$ cat src/rtl/vlane_pkg.sv
package vlane_pkg;
  localparam logic [5:0] OPC_PRIMARY = 6'd31;
  localparam logic [9:0] XO_BYTE = 10'd7;
  localparam logic [9:0] XO_HALF = 10'd39;
  localparam logic [9:0] XO_QUAD = 10'd103;

  typedef enum logic [1:0] {
    KIND_BYTE,
    KIND_HALF,
    KIND_QUAD,
    KIND_BAD
  } elemKind_t;

  typedef struct packed {
    logic load;
    logic capture;
  } dpCtl_t;
endpackage

$ cat src/rtl/vlane_ctrl.sv
module vlane_ctrl
  import vlane_pkg::*;
(
  input  logic   clk,
  input  logic   rstN,
  input  logic   inValid,
  input  logic   kindIsBad,
  input  logic   memReqReady,
  input  logic   memRspValid,
  output logic   inReady,
  output logic   memReqValid,
  output logic   resValid,
  output logic   illegal,
  output dpCtl_t ctl
);
  typedef enum logic [1:0] {ST_IDLE, ST_REQ, ST_WAIT} state_t;

  state_t state, stateNext;
  logic accept;

  assign inReady     = (state == ST_IDLE);
  assign memReqValid = (state == ST_REQ);
  assign accept      = inReady && inValid;

  always_comb begin
    ctl.load    = accept && !kindIsBad;
    ctl.capture = (state == ST_WAIT) && memRspValid;
  end

  always_comb begin
    stateNext = state;
    unique case (state)
      ST_IDLE: if (ctl.load) stateNext = ST_REQ;
      ST_REQ:  if (memReqReady) stateNext = ST_WAIT;
      ST_WAIT: if (memRspValid) stateNext = ST_IDLE;
      default: stateNext = ST_IDLE;
    endcase
  end

  always_ff @(posedge clk) begin
    if (!rstN) begin
      state    <= ST_IDLE;
      resValid <= 1'b0;
      illegal  <= 1'b0;
    end else begin
      state    <= stateNext;
      resValid <= ctl.capture;
      illegal  <= accept && kindIsBad;
    end
  end
endmodule

$ cat src/rtl/vlane_dp.sv
module vlane_dp
  import vlane_pkg::*;
#(
  parameter int ADDR_W    = 64,
  parameter int VEC_BYTES = 16
) (
  input  logic                   clk,
  input  logic                   rstN,
  input  dpCtl_t                 ctl,
  input  logic [31:0]            insn,
  input  logic [ADDR_W-1:0]      baseOp,
  input  logic [ADDR_W-1:0]      idxOp,
  input  logic                   littleEndian,
  input  logic [VEC_BYTES*8-1:0] memRspData,
  output logic                   kindIsBad,
  output logic [ADDR_W-1:0]      memReqAddr,
  output logic [4:0]             resTarget,
  output logic [VEC_BYTES*8-1:0] resData
);
  localparam int OFF_W  = $clog2(VEC_BYTES);
  localparam int VEC_W  = VEC_BYTES * 8;

  elemKind_t kind, kindQ;
  logic [ADDR_W-1:0] baseEff, eaSum, eaAligned, eaQ;
  logic leQ;
  logic [OFF_W-1:0] eb;
  logic [VEC_W-1:0] steered;

  // decode
  always_comb begin
    kind = KIND_BAD;
    if (insn[31:26] == OPC_PRIMARY) begin
      unique case (insn[10:1])
        XO_BYTE: kind = KIND_BYTE;
        XO_HALF: kind = KIND_HALF;
        XO_QUAD: kind = KIND_QUAD;
        default: kind = KIND_BAD;
      endcase
    end
  end
  assign kindIsBad = (kind == KIND_BAD);

  // effective address
  assign baseEff   = (insn[20:16] == 5'd0) ? '0 : baseOp;
  assign eaSum     = baseEff + idxOp;
  assign eaAligned = eaSum & ~ADDR_W'(kind == KIND_HALF);

  always_ff @(posedge clk) begin
    if (!rstN) begin
      eaQ       <= '0;
      kindQ     <= KIND_BYTE;
      leQ       <= 1'b0;
      resTarget <= '0;
    end else if (ctl.load) begin
      eaQ       <= eaAligned;
      kindQ     <= kind;
      leQ       <= littleEndian;
      resTarget <= insn[25:21];
    end
  end

  assign memReqAddr = {eaQ[ADDR_W-1:OFF_W], {OFF_W{1'b0}}};
  assign eb         = eaQ[OFF_W-1:0];

  // lane steering: lane j takes line byte j (BE) or VEC_BYTES-1-j (LE)
  for (genvar lane = 0; lane < VEC_BYTES; lane++) begin : gLane
    localparam logic [OFF_W-1:0] SRC_BE = OFF_W'(lane);
    localparam logic [OFF_W-1:0] SRC_LE = OFF_W'(VEC_BYTES - 1 - lane);
    logic [OFF_W-1:0] src;
    logic keep;
    assign src  = leQ ? SRC_LE : SRC_BE;
    assign keep = (kindQ == KIND_QUAD) || (src == eb) ||
                  ((kindQ == KIND_HALF) && (src == (eb | OFF_W'(1))));
    assign steered[VEC_W-1-8*lane -: 8] = keep ? memRspData[8*src +: 8] : 8'h00;
  end

  always_ff @(posedge clk) begin
    if (!rstN) resData <= '0;
    else if (ctl.capture) resData <= steered;
  end
endmodule

$ cat src/rtl/vlane_load.sv
module vlane_load
  import vlane_pkg::*;
#(
  parameter int ADDR_W    = 64,
  parameter int VEC_BYTES = 16
) (
  input  logic                   clk,
  input  logic                   rstN,
  input  logic                   inValid,
  output logic                   inReady,
  input  logic [31:0]            insn,
  input  logic [ADDR_W-1:0]      baseOp,
  input  logic [ADDR_W-1:0]      idxOp,
  input  logic                   littleEndian,
  output logic                   memReqValid,
  input  logic                   memReqReady,
  output logic [ADDR_W-1:0]      memReqAddr,
  input  logic                   memRspValid,
  input  logic [VEC_BYTES*8-1:0] memRspData,
  output logic                   resValid,
  output logic [4:0]             resTarget,
  output logic [VEC_BYTES*8-1:0] resData,
  output logic                   illegal
);
  dpCtl_t ctl;
  logic kindIsBad;

  vlane_ctrl u_ctrl (
    .clk(clk), .rstN(rstN), .inValid(inValid), .kindIsBad(kindIsBad),
    .memReqReady(memReqReady), .memRspValid(memRspValid),
    .inReady(inReady), .memReqValid(memReqValid), .resValid(resValid),
    .illegal(illegal), .ctl(ctl)
  );

  vlane_dp #(.ADDR_W(ADDR_W), .VEC_BYTES(VEC_BYTES)) u_dp (
    .clk(clk), .rstN(rstN), .ctl(ctl), .insn(insn), .baseOp(baseOp),
    .idxOp(idxOp), .littleEndian(littleEndian), .memRspData(memRspData),
    .kindIsBad(kindIsBad), .memReqAddr(memReqAddr), .resTarget(resTarget),
    .resData(resData)
  );
endmodule

$ cat config.mk
export PLATFORM = sky130hd
export DESIGN_NAME = vlane_load
export DESIGN_NICKNAME = d
export VERILOG_FILES = /design/src/rtl/vlane_pkg.sv /design/src/rtl/vlane_ctrl.sv /design/src/rtl/vlane_dp.sv /design/src/rtl/vlane_load.sv
export SDC_FILE = /design/constraint.sdc
export NUM_CORES = 1
export LEC_CHECK = 0
export BUFFER_PORTS_ARGS = -buffer_cell sky130_fd_sc_hd__buf_2
export CORE_ASPECT_RATIO = 0.6
export CORE_MARGIN = 3
export CORE_UTILIZATION = 35
export CTS_CLUSTER_DIAMETER = 50
export DETAILED_ROUTE_END_ITERATION = 7
export PLACE_DENSITY_LB_ADDON = 0.2
export SYNTH_ARGS = -nofsm -noshare
export SYNTH_HDL_FRONTEND = slang
export SYNTH_SLANG_ARGS = --single-unit
$ cat constraint.sdc
create_clock -name clk -period 4.22 [get_ports clk]
set_input_delay 0.211 -clock clk [delete_from_list [all_inputs] [get_ports clk]]
set_output_delay 0.211 -clock clk [all_outputs]
set_load 0.05 [all_outputs]
==> results of run 1 <==
## cells by family (layout without fill, tap and decap cells)
family	count (synthesis)	after routing	share of synthesized area [%]
compound gates	470	470	21.8
simple gates	611	611	21.4
mux	135	135	10.9
flops	204	204	29.4
xor+xnor	44	44	2.77
buf+inv	202	611	7.57
other cells	1	8	0.0270
fa+ha+maj	68	68	6.17
## worst max-delay path: stages
cell	delay [ps]
buf_2	90
or4_1	620
nor2_4	160
buf_12	210
buf_4	320
nor2b_1	90
ha_1	340
and3_4	240
nand3_1	100
o211ai_1	470
a22o_1	300
o21ai_2	140
o31ai_4	310
a21oi_1	110
a311o_1	270
## synth_stat cells (all sizes together) (12+ instances only)
cell type,instances
a21oi,200
nor3,22
nor2b,69
ha,67
nand3,96
nand4,24
o21bai,16
and3,12
buf,86
o21ai,64
o21a,20
dfxtp,204
nor2,138
xor2,20
a22oi,70
clkbuf,88
a21o,33
mux2,128
nand2,195
inv,28
xnor2,24
## where the power goes
group,leakage [nW],internal (mW),total [mW],switching (mW)
clock,0.461,1.37,2.39,1.01
combinational,5.52,0.455,1.08,0.622
sequential,1.64,1.93,1.93,0.000151
total,7.62,3.75,5.39,1.63
## per-stage QoR
stage / total power, mW / hold WS [ps] / worst slack, ps / std cells / util, %
after floorplan: 2.64 / 347 / 603 / 1738 / -
after global placement: 3.00 / 434 / 201 / 2599 / 42.6
after detailed placement: 3.01 / 439 / 153 / 2599 / 42.6
after CTS: 5.43 / 5.09 / 737 / 2660 / 45.3
after global routing: 5.63 / 26.8 / 441 / 2664 / 45.3
final: 5.39 / 29.6 / 627 / 2664 / 45.3
## metal layers
metal | routed length [µm] | up-vias | global-route usage, %
met5 | 0 | - | 0
met4 | 1180 | 0 | 5.36
met3 | 4110 | 69 | 4.56
met2 | 23000 | 582 | 35.5
met1 | 25200 | 6900 | 34.7
li1 | - | 6922 | -
## flip-flops by register name, indices dropped and copies added, names as in the netlist
name	count
u_ctrl.illegal	1
u_ctrl.state	2
u_dp.kindQ	2
u_ctrl.resValid	1
u_dp.resData	128
u_dp.resTarget	5
u_dp.leQ	1
u_dp.eaQ	64
## cell type report
| type | count | area, µm² | share of cell area (%) |
|---|---|---|---|
| Tap cell | 513 | 642 | 3.69 |
| Antenna cell | 4 | 10.0 | 0.0576 |
| Sequential cell | 204 | 4090 | 23.5 |
| Timing Repair Buffer | 530 | 2810 | 16.2 |
| Clock inverter | 15 | 124 | 0.712 |
| Inverter | 28 | 110 | 0.633 |
| Clock buffer | 38 | 810 | 4.66 |
| Multi-Input combinational cell | 1332 | 8790 | 50.6 |
## path summary, 6_finish.rpt
check	from	to	depth (start not counted)
worst max register to register	u_dp.leQ$_SDFFE_PN0P_	u_dp.resData[124]$_SDFFE_PN0P_	6
worst min-delay path	memRspData[117]	u_dp.resData[13]$_SDFFE_PN0P_	4
worst max-delay path	insn[16]	u_dp.eaQ[59]$_SDFFE_PN0P_	15
worst min register to register	u_dp.eaQ[41]$_SDFFE_PN0P_	u_dp.eaQ[41]$_SDFFE_PN0P_	2
==> impl_metrics.yaml, run 1 <==
placement:
  dpl-instance-area_mm2: 0.0164
  gp_congestion: 0.931
  io_buffers: 484
  hpwl_um: 41100
setup_path:
  crit_required_ps: 4660
  worstSetupPathType: "input pin to register"
  crit_fanout: 33
  end_kind: "register"
  startpoint_type: "input pin"
  cp.arrival_ps: 4030
  rrSetupSlack_ps: 1120
logic_synthesis:
  yosys-top-cells-area: "dfxtp_1 (29%), mux2_2 (10%), a21oi_1 (6.9%)"
  synth_seq_cells: 204
  ys_seq_area_share_pct: 29.4
  avgSynthCellArea_um2: 8.01
  synth_cell_types: 93
  yosysTopAreaCellShare_pct: 29.4
  yosysWarnings: 0
  ys.flop_type: "dfxtp_1"
  syn_inst: 1735
  synthArstFlopShare_pct: 0
  netlist_area_mm2: 0.0139
  synth_largest_area_cell: "dfxtp_1"
  synth_edf_count: 0
drt:
  avgViaCountPerCell: 5.43
  dr.pass1.iters: 5
  via_count: 14500
  drt_wl_total_um: 53500
  drc: 0
  dr.first_iter.drc_count: 1171
  postRouteAntennaNets: 0
  wl_per_cell_um: 20.1
final_layout:
  final_common_cell: "buf_2"
  fill_cells: 3930
  syn2layout_area_growth_pct: 25.1
  mostFrequentLayoutCells: "buf_2 (484), dfxtp_1 (203), nand2_1 (194), a21oi_1 (192), nor2_1 (136)"
  final_area_mm2: 0.0174
  layout.nets: 2487
  drive_above_1_share_pct: 35.1
clock_tree:
  ctsHoldBuffers: 8
  path_clk_slew_ps: 60
  ctsResizeCount: 0
  cts_tree: "built"
  htreeDepth: 1
  cts_root_buf: "clkbuf_16"
  post-cts-setup-buffers: 0
  clk-insertion-delay-late_ps: 550
  clock_path_buffers: 3
  clock-sinks: 204
  cts_inserted_buffers: 29
sta:
  finalSetupTns_ps: 0
  post-route-period-util_pct: 85.1
  hold_viol_final: 0
  slew_headroom_pct: 19.8
  slew_viol_final: 0
  period_minus_slack_ps: 3590
  setup_viol: 0
  fin_skew_ps: 14.7
  tightestPinTransition_ps: 1200
  max_freq_mhz: 278
  rsz0062_at_grt: "false"
grt:
  track_usage_pct: 23.6
  grt_max_degree: 109
  antenna_found_initial: 4
  grt_pass1_wl_um: 80000
  grt_pass1_vias: 13700
  grt_overflow: 0
power_and_ir_drop:
  p_per_area_mw_per_mm2: 310
  irDropWorstVdd_mv: 0.256
  leakagePower_nw: 7.62
die:
  die_w_um: 263
  io_pins: 495
  die-area_mm2: 0.0422
  die_h_um: 160
  placementRows: 55
  start_util_pct: 36.2
  core_mm2: 0.0384
status:
  status: "finished clean"
flow_run:
  cap_viol_max_count: 0
hold_path:
  min_path_type: "input pin to register"
Note: power is estimated with default switching activity, not from simulation.
==> inputs of run 2 (changes only) <==
CTS_BUF_LIST = sky130_fd_sc_hd__clkbuf_8   (was default)
SETUP_SLACK_MARGIN = 0.4   (was default)
==> impl_metrics.yaml, run 2 (same netlist as run 1, synthesis figures left out) <==
clock_tree:
  path_clk_slew_ps: 70
  ctsResizeCount: 0
  clock_path_buffers: 3
  cts_inserted_buffers: 39
  clk-insertion-delay-late_ps: 560
  cts_tree: "built"
  htreeDepth: 2
  cts_root_buf: "clkbuf_8"
  clock-sinks: 204
drt:
  drt_wl_total_um: 53700
  dr.pass1.iters: 5
  wl_per_cell_um: 20.0
  drc: 0
  dr.first_iter.drc_count: 1145
  via_count: 14500
  avgViaCountPerCell: 5.42
  postRouteAntennaNets: 0
die:
  io_pins: 495
  placementRows: 55
  start_util_pct: 36.2
  core_mm2: 0.0384
  die-area_mm2: 0.0422
  die_h_um: 160
  die_w_um: 263
sta:
  rsz0062_at_grt: "false"
  tightestPinTransition_ps: 1180
  period_minus_slack_ps: 3610
  whs_ps: 41.7
  slew_headroom_pct: 21.2
  post-route-period-util_pct: 85.5
  finalSetupTns_ps: 0
  hold_viol_final: 0
  slew_viol_final: 0
  setup_viol: 0
  max_freq_mhz: 277
  fin_skew_ps: 35.3
power_and_ir_drop:
  seqPwrFrac_pct: 37.7
  sw_frac_of_total_pct: 30.5
  p_clk_share_pct: 41.1
  p_per_area_mw_per_mm2: 295
  p_int_mw: 3.55
  leakagePower_nw: 7.63
  comb_power_share_pct: 21.2
  switchingPower_mw: 1.56
  irDropWorstVdd_mv: 0.220
placement:
  gp_congestion: 0.931
  hpwl_um: 41100
  io_buffers: 484
final_layout:
  drive_above_1_share_pct: 35.1
  layout.nets: 2500
  fill_cells: 3958
  top_register: "u_dp.resData"
  syn2layout_area_growth_pct: 24.3
  final_common_cell: "buf_2"
  mostFrequentLayoutCells: "buf_2 (484), dfxtp_1 (203), nand2_1 (194), a21oi_1 (192), nor2_1 (136)"
  largest_reg_flops: 128
  top_regs: "u_dp.resData x128, u_dp.eaQ x64, u_dp.resTarget x5"
grt:
  use_met2_pct: 35.5
  track_usage_pct: 23.7
  grt_overflow: 0
  grt_pass1_vias: 13700
  grtUsageMet3_pct: 4.88
  antenna_found_initial: 2
  grt_pass1_wl_um: 80200
  grt-busiest-layer: "met2"
  met1_usage_pct: 34.6
  grt_max_degree: 109
setup_path:
  cp.arrival_ps: 4040
  startpoint_type: "input pin"
  critPathSlowestCell: "or4_1"
  path_cells: "buf_2 > or4_1 > nor2_4 > buf_12 > buf_4 > nor2b_1 > ha_1 > and3_4 > nand3_1 > nor2_1 > and3_1 > a22o_1 > o21ai_2 > o31ai_4 > a21oi_1 > a311o_1"
  end_kind: "register"
  worstSetupPathType: "input pin to register"
  crit_required_ps: 4650
  cp_slowest_stage_delay_ps: 620
  crit_fanout: 33
flow_run:
  cap_viol_max_count: 0
hold_path:
  min_path_type: "input pin to register"
status:
  status: "finished clean"
## run 2: cell types whose count changed in the layout (fill, tap and decap cells not counted)
cell / delta
dlygate4sd3_1: +3
inv_1: +12
clkinv_4: -2
bufinv_16: +3
clkbuf_1: -4
clkbuf_8: +40
clkinvlp_4: -1
inv_6: -3
clkbuf_16: -29
diode_2: -2
inv_8: -2
## run 2: final timing paths
| check | start | to | slack [ps] | cells past startpoint |
|---|---|---|---|---|
| min reg2reg | u_dp.eaQ[17]$_SDFFE_PN0P_ | u_dp.eaQ[17]$_SDFFE_PN0P_ | 450 | 2 |
| max | insn[16] | u_dp.eaQ[59]$_SDFFE_PN0P_ | 610 | 16 |
| min | memRspData[113] | u_dp.resData[9]$_SDFFE_PN0P_ | 40 | 4 |
| max reg2reg | u_dp.leQ$_SDFFE_PN0P_ | u_dp.resData[124]$_SDFFE_PN0P_ | 1130 | 6 |
## run 2: metal layers
metal | vias up | part of all wire [%]
met5 | - | 0
met4 | 0 | 2.2
met3 | 71 | 7.2
met2 | 569 | 43
met1 | 6946 | 48
li1 | 6932 | -
## run 2: critical path: cells and delay by family
kind,cells,cell delay (ps)
simple gates,7,1770
buf+inv,3,630
compound gates,5,1030
fa+ha+maj,1,340
## run 2: layout make-up
| cell class | count | area [µm²] | share of cell area, % |
|---|---|---|---|
| diodes | 2 | 5.00 | 0.0290 |
| clock buffers | 45 | 619 | 3.58 |
| flip-flops and latches | 204 | 4090 | 23.6 |
| multi-input cells | 1332 | 8790 | 50.9 |
| repair buffers | 533 | 2840 | 16.4 |
| well taps | 513 | 642 | 3.71 |
| inverters | 28 | 110 | 0.637 |
| clock inverters | 22 | 185 | 1.07 |
## run 2: stage by stage
stage / instance area (µm²) / setup slack [ps] / power [mW] / instances / utilization [%]
after global placement: 16400 / 201 / 3.00 / 2599 / 42.6
after global routing: 17300 / 473 / 5.35 / 2679 / 45.0
after floorplan: 13900 / 603 / 2.64 / 1738 / -
final: 17300 / 612 / 5.10 / 2679 / 45.0
after CTS: 17300 / 763 / 5.15 / 2677 / 45.0
after detailed placement: 16400 / 153 / 3.01 / 2599 / 42.6
## run 2: repair_timing
action / CTS / global route
hold endpoints to repair: 11 / 0
setup buffers: 0 / 0
hold buffers: 11 / 0
## run 2: power groups by stage
stage	sequential, mW	combinational [mW]	clock, mW
final	1.93	1.08	2.10
after detailed placement	1.97	1.04	0
after CTS	1.93	1.06	2.16
after global routing	1.92	1.17	2.25
after floorplan	1.97	0.672	0
after global placement	1.97	1.03	0
==> inputs of run 3 (changes only) <==
clock period = 4.58 ns   (was 4.22 ns; I/O delays follow)
==> impl_metrics.yaml, run 3 (same netlist as run 1, synthesis figures left out) <==
power_and_ir_drop:
  comb_power_share_pct: 21.2
  seqPwrFrac_pct: 39.1
  p_per_area_mw_per_mm2: 267
  p_clk_share_pct: 39.7
  p_int_mw: 3.14
  power.total_mw: 4.53
  irDropWorstVdd_mv: 0.181
  switchingPower_mw: 1.40
  sw_frac_of_total_pct: 30.8
  leakagePower_nw: 7.46
setup_path:
  end_kind: "register"
  cp.arrival_ps: 4220
  critPathSlowestCell: "or4_1"
  crit_fanout: 61
  startpoint_type: "input pin"
  worstSetupPathType: "input pin to register"
  r2r_cells: 7
  path_cells: "buf_2 > or4_1 > nor2_4 > buf_12 > nor2b_1 > ha_1 > a21oi_1 > o21ai_0 > a21boi_0 > o211ai_1 > a22o_1 > o21ai_2 > o21ai_0 > xnor2_1 > a21oi_1"
  rrSetupSlack_ps: 1230
  crit_required_ps: 4970
  cp_slowest_stage_delay_ps: 610
clock_tree:
  cts_inserted_buffers: 38
  clk-insertion-delay-late_ps: 540
  path_clk_slew_ps: 70
  post-cts-setup-buffers: 0
  clock-sinks: 204
  htreeDepth: 2
  ctsResizeCount: 0
  clock_path_buffers: 3
  cts_tree: "built"
  cts_root_buf: "clkbuf_8"
sta:
  slew_headroom_pct: 24.2
  setup_viol: 0
  finalWorstSetupSlack_ps: 753
  slew_viol_final: 0
  period_minus_slack_ps: 3830
  post-route-period-util_pct: 83.6
  finalSetupTns_ps: 0
  hold_viol_final: 0
  fin_skew_ps: 14.7
  tightestPinTransition_ps: 1130
  whs_ps: 61.0
  rsz0062_at_grt: "false"
  max_freq_mhz: 261
die:
  placementRows: 55
  start_util_pct: 36.2
  die_h_um: 160
  die-area_mm2: 0.0422
  io_pins: 495
  die_w_um: 263
  core_mm2: 0.0384
drt:
  via_count: 14300
  wl_per_cell_um: 20.0
  drt_wl_total_um: 52900
  avgViaCountPerCell: 5.41
  dr.pass1.iters: 5
  postRouteAntennaNets: 0
  dr.first_iter.drc_count: 1150
  drc: 0
final_layout:
  final_common_cell: "buf_2"
  top_regs: "u_dp.resData x128, u_dp.eaQ x64, u_dp.resTarget x5"
  final_area_mm2: 0.0170
  layout.nets: 2472
  fill_cells: 3935
  mostFrequentLayoutCells: "buf_2 (484), dfxtp_1 (203), nand2_1 (194), a21oi_1 (192), nor2_1 (136)"
  final-seq-area_mm2: 0.00409
  drive_above_1_share_pct: 34.3
  syn2layout_area_growth_pct: 22.3
  largest_reg_flops: 128
  multiInputGateArea_mm2: 0.00879
  top_register: "u_dp.resData"
grt:
  grt_max_degree: 97
  track_usage_pct: 23.7
  grt_pass1_vias: 13700
  antenna_found_initial: 3
  grt_overflow: 0
  grt_pass1_wl_um: 80200
placement:
  dpl-instance-area_mm2: 0.0162
  gp_congestion: 0.991
  hpwl_um: 40100
  io_buffers: 484
  place_ws_ps: 280
hold_path:
  hold_depth: 4
  min_path_type: "input pin to register"
flow_run:
  cap_viol_max_count: 0
status:
  status: "finished clean"
[run 3: path summary, 6_finish.rpt]
kind                                       from                       endpoint
hold / removal                   memRspData[25]  u_dp.resData[97]$_SDFFE_PN0P_
setup / recovery                       insn[16]      u_dp.eaQ[63]$_SDFFE_PN0P_
hold reg to reg   u_dp.resData[24]$_SDFFE_PN0P_  u_dp.resData[24]$_SDFFE_PN0P_
setup reg to reg          u_dp.leQ$_SDFFE_PN0P_   u_dp.resData[1]$_SDFFE_PN0P_
[run 3: per-layer routing]
metal / GRT usage [%] / vias to the layer above / share of wire, %
met4: 6.31 / 2 / 2.5
met3: 6.02 / 81 / 8.1
met5: 1.24 / - / 0.13
met2: 35.7 / 567 / 43
met1: 33.5 / 6813 / 46
li1: - / 6875 / -
[run 3: power by group through the flow]
stage | Sequential (mW) | Clock [mW] | Combinational (mW)
after floorplan | 1.82 | 0 | 0.619
after global placement | 1.81 | 0 | 0.923
after detailed placement | 1.81 | 0 | 0.927
after CTS | 1.77 | 1.88 | 0.941
after global routing | 1.77 | 1.95 | 1.05
final | 1.77 | 1.80 | 0.959
[run 3: critical path, delay by kind of cell]
kind,cells,cell delay (ps)
buf+inv,2,360
compound gates,8,2130
xor+xnor,1,210
simple gates,3,870
fa+ha+maj,1,360
[run 3: area by class of cell]
cell class | count | area share [%]
multi-input combinational | 1332 | 51.7
sequential | 204 | 24.1
timing repair buffer | 506 | 15.4
tap | 513 | 3.78
clock buffer | 46 | 3.72
inverter | 28 | 0.648
clock inverter | 17 | 0.626
antenna | 2 | 0.0294
[run 3: stage by stage]
step | std cells | utilization (%)
after floorplan | 1738 | -
after global placement | 2575 | 42.1
after detailed placement | 2575 | 42.1
after CTS | 2646 | 44.2
after global routing | 2648 | 44.3
final | 2648 | 44.3
[run 3: what timing repair did]
| item | in CTS | in global routing |
|---|---|---|
| endpoints found under the hold margin | 9 | 0 |
| endpoints found under the setup margin | 0 | 0 |
| hold buffers | 8 | 0 |
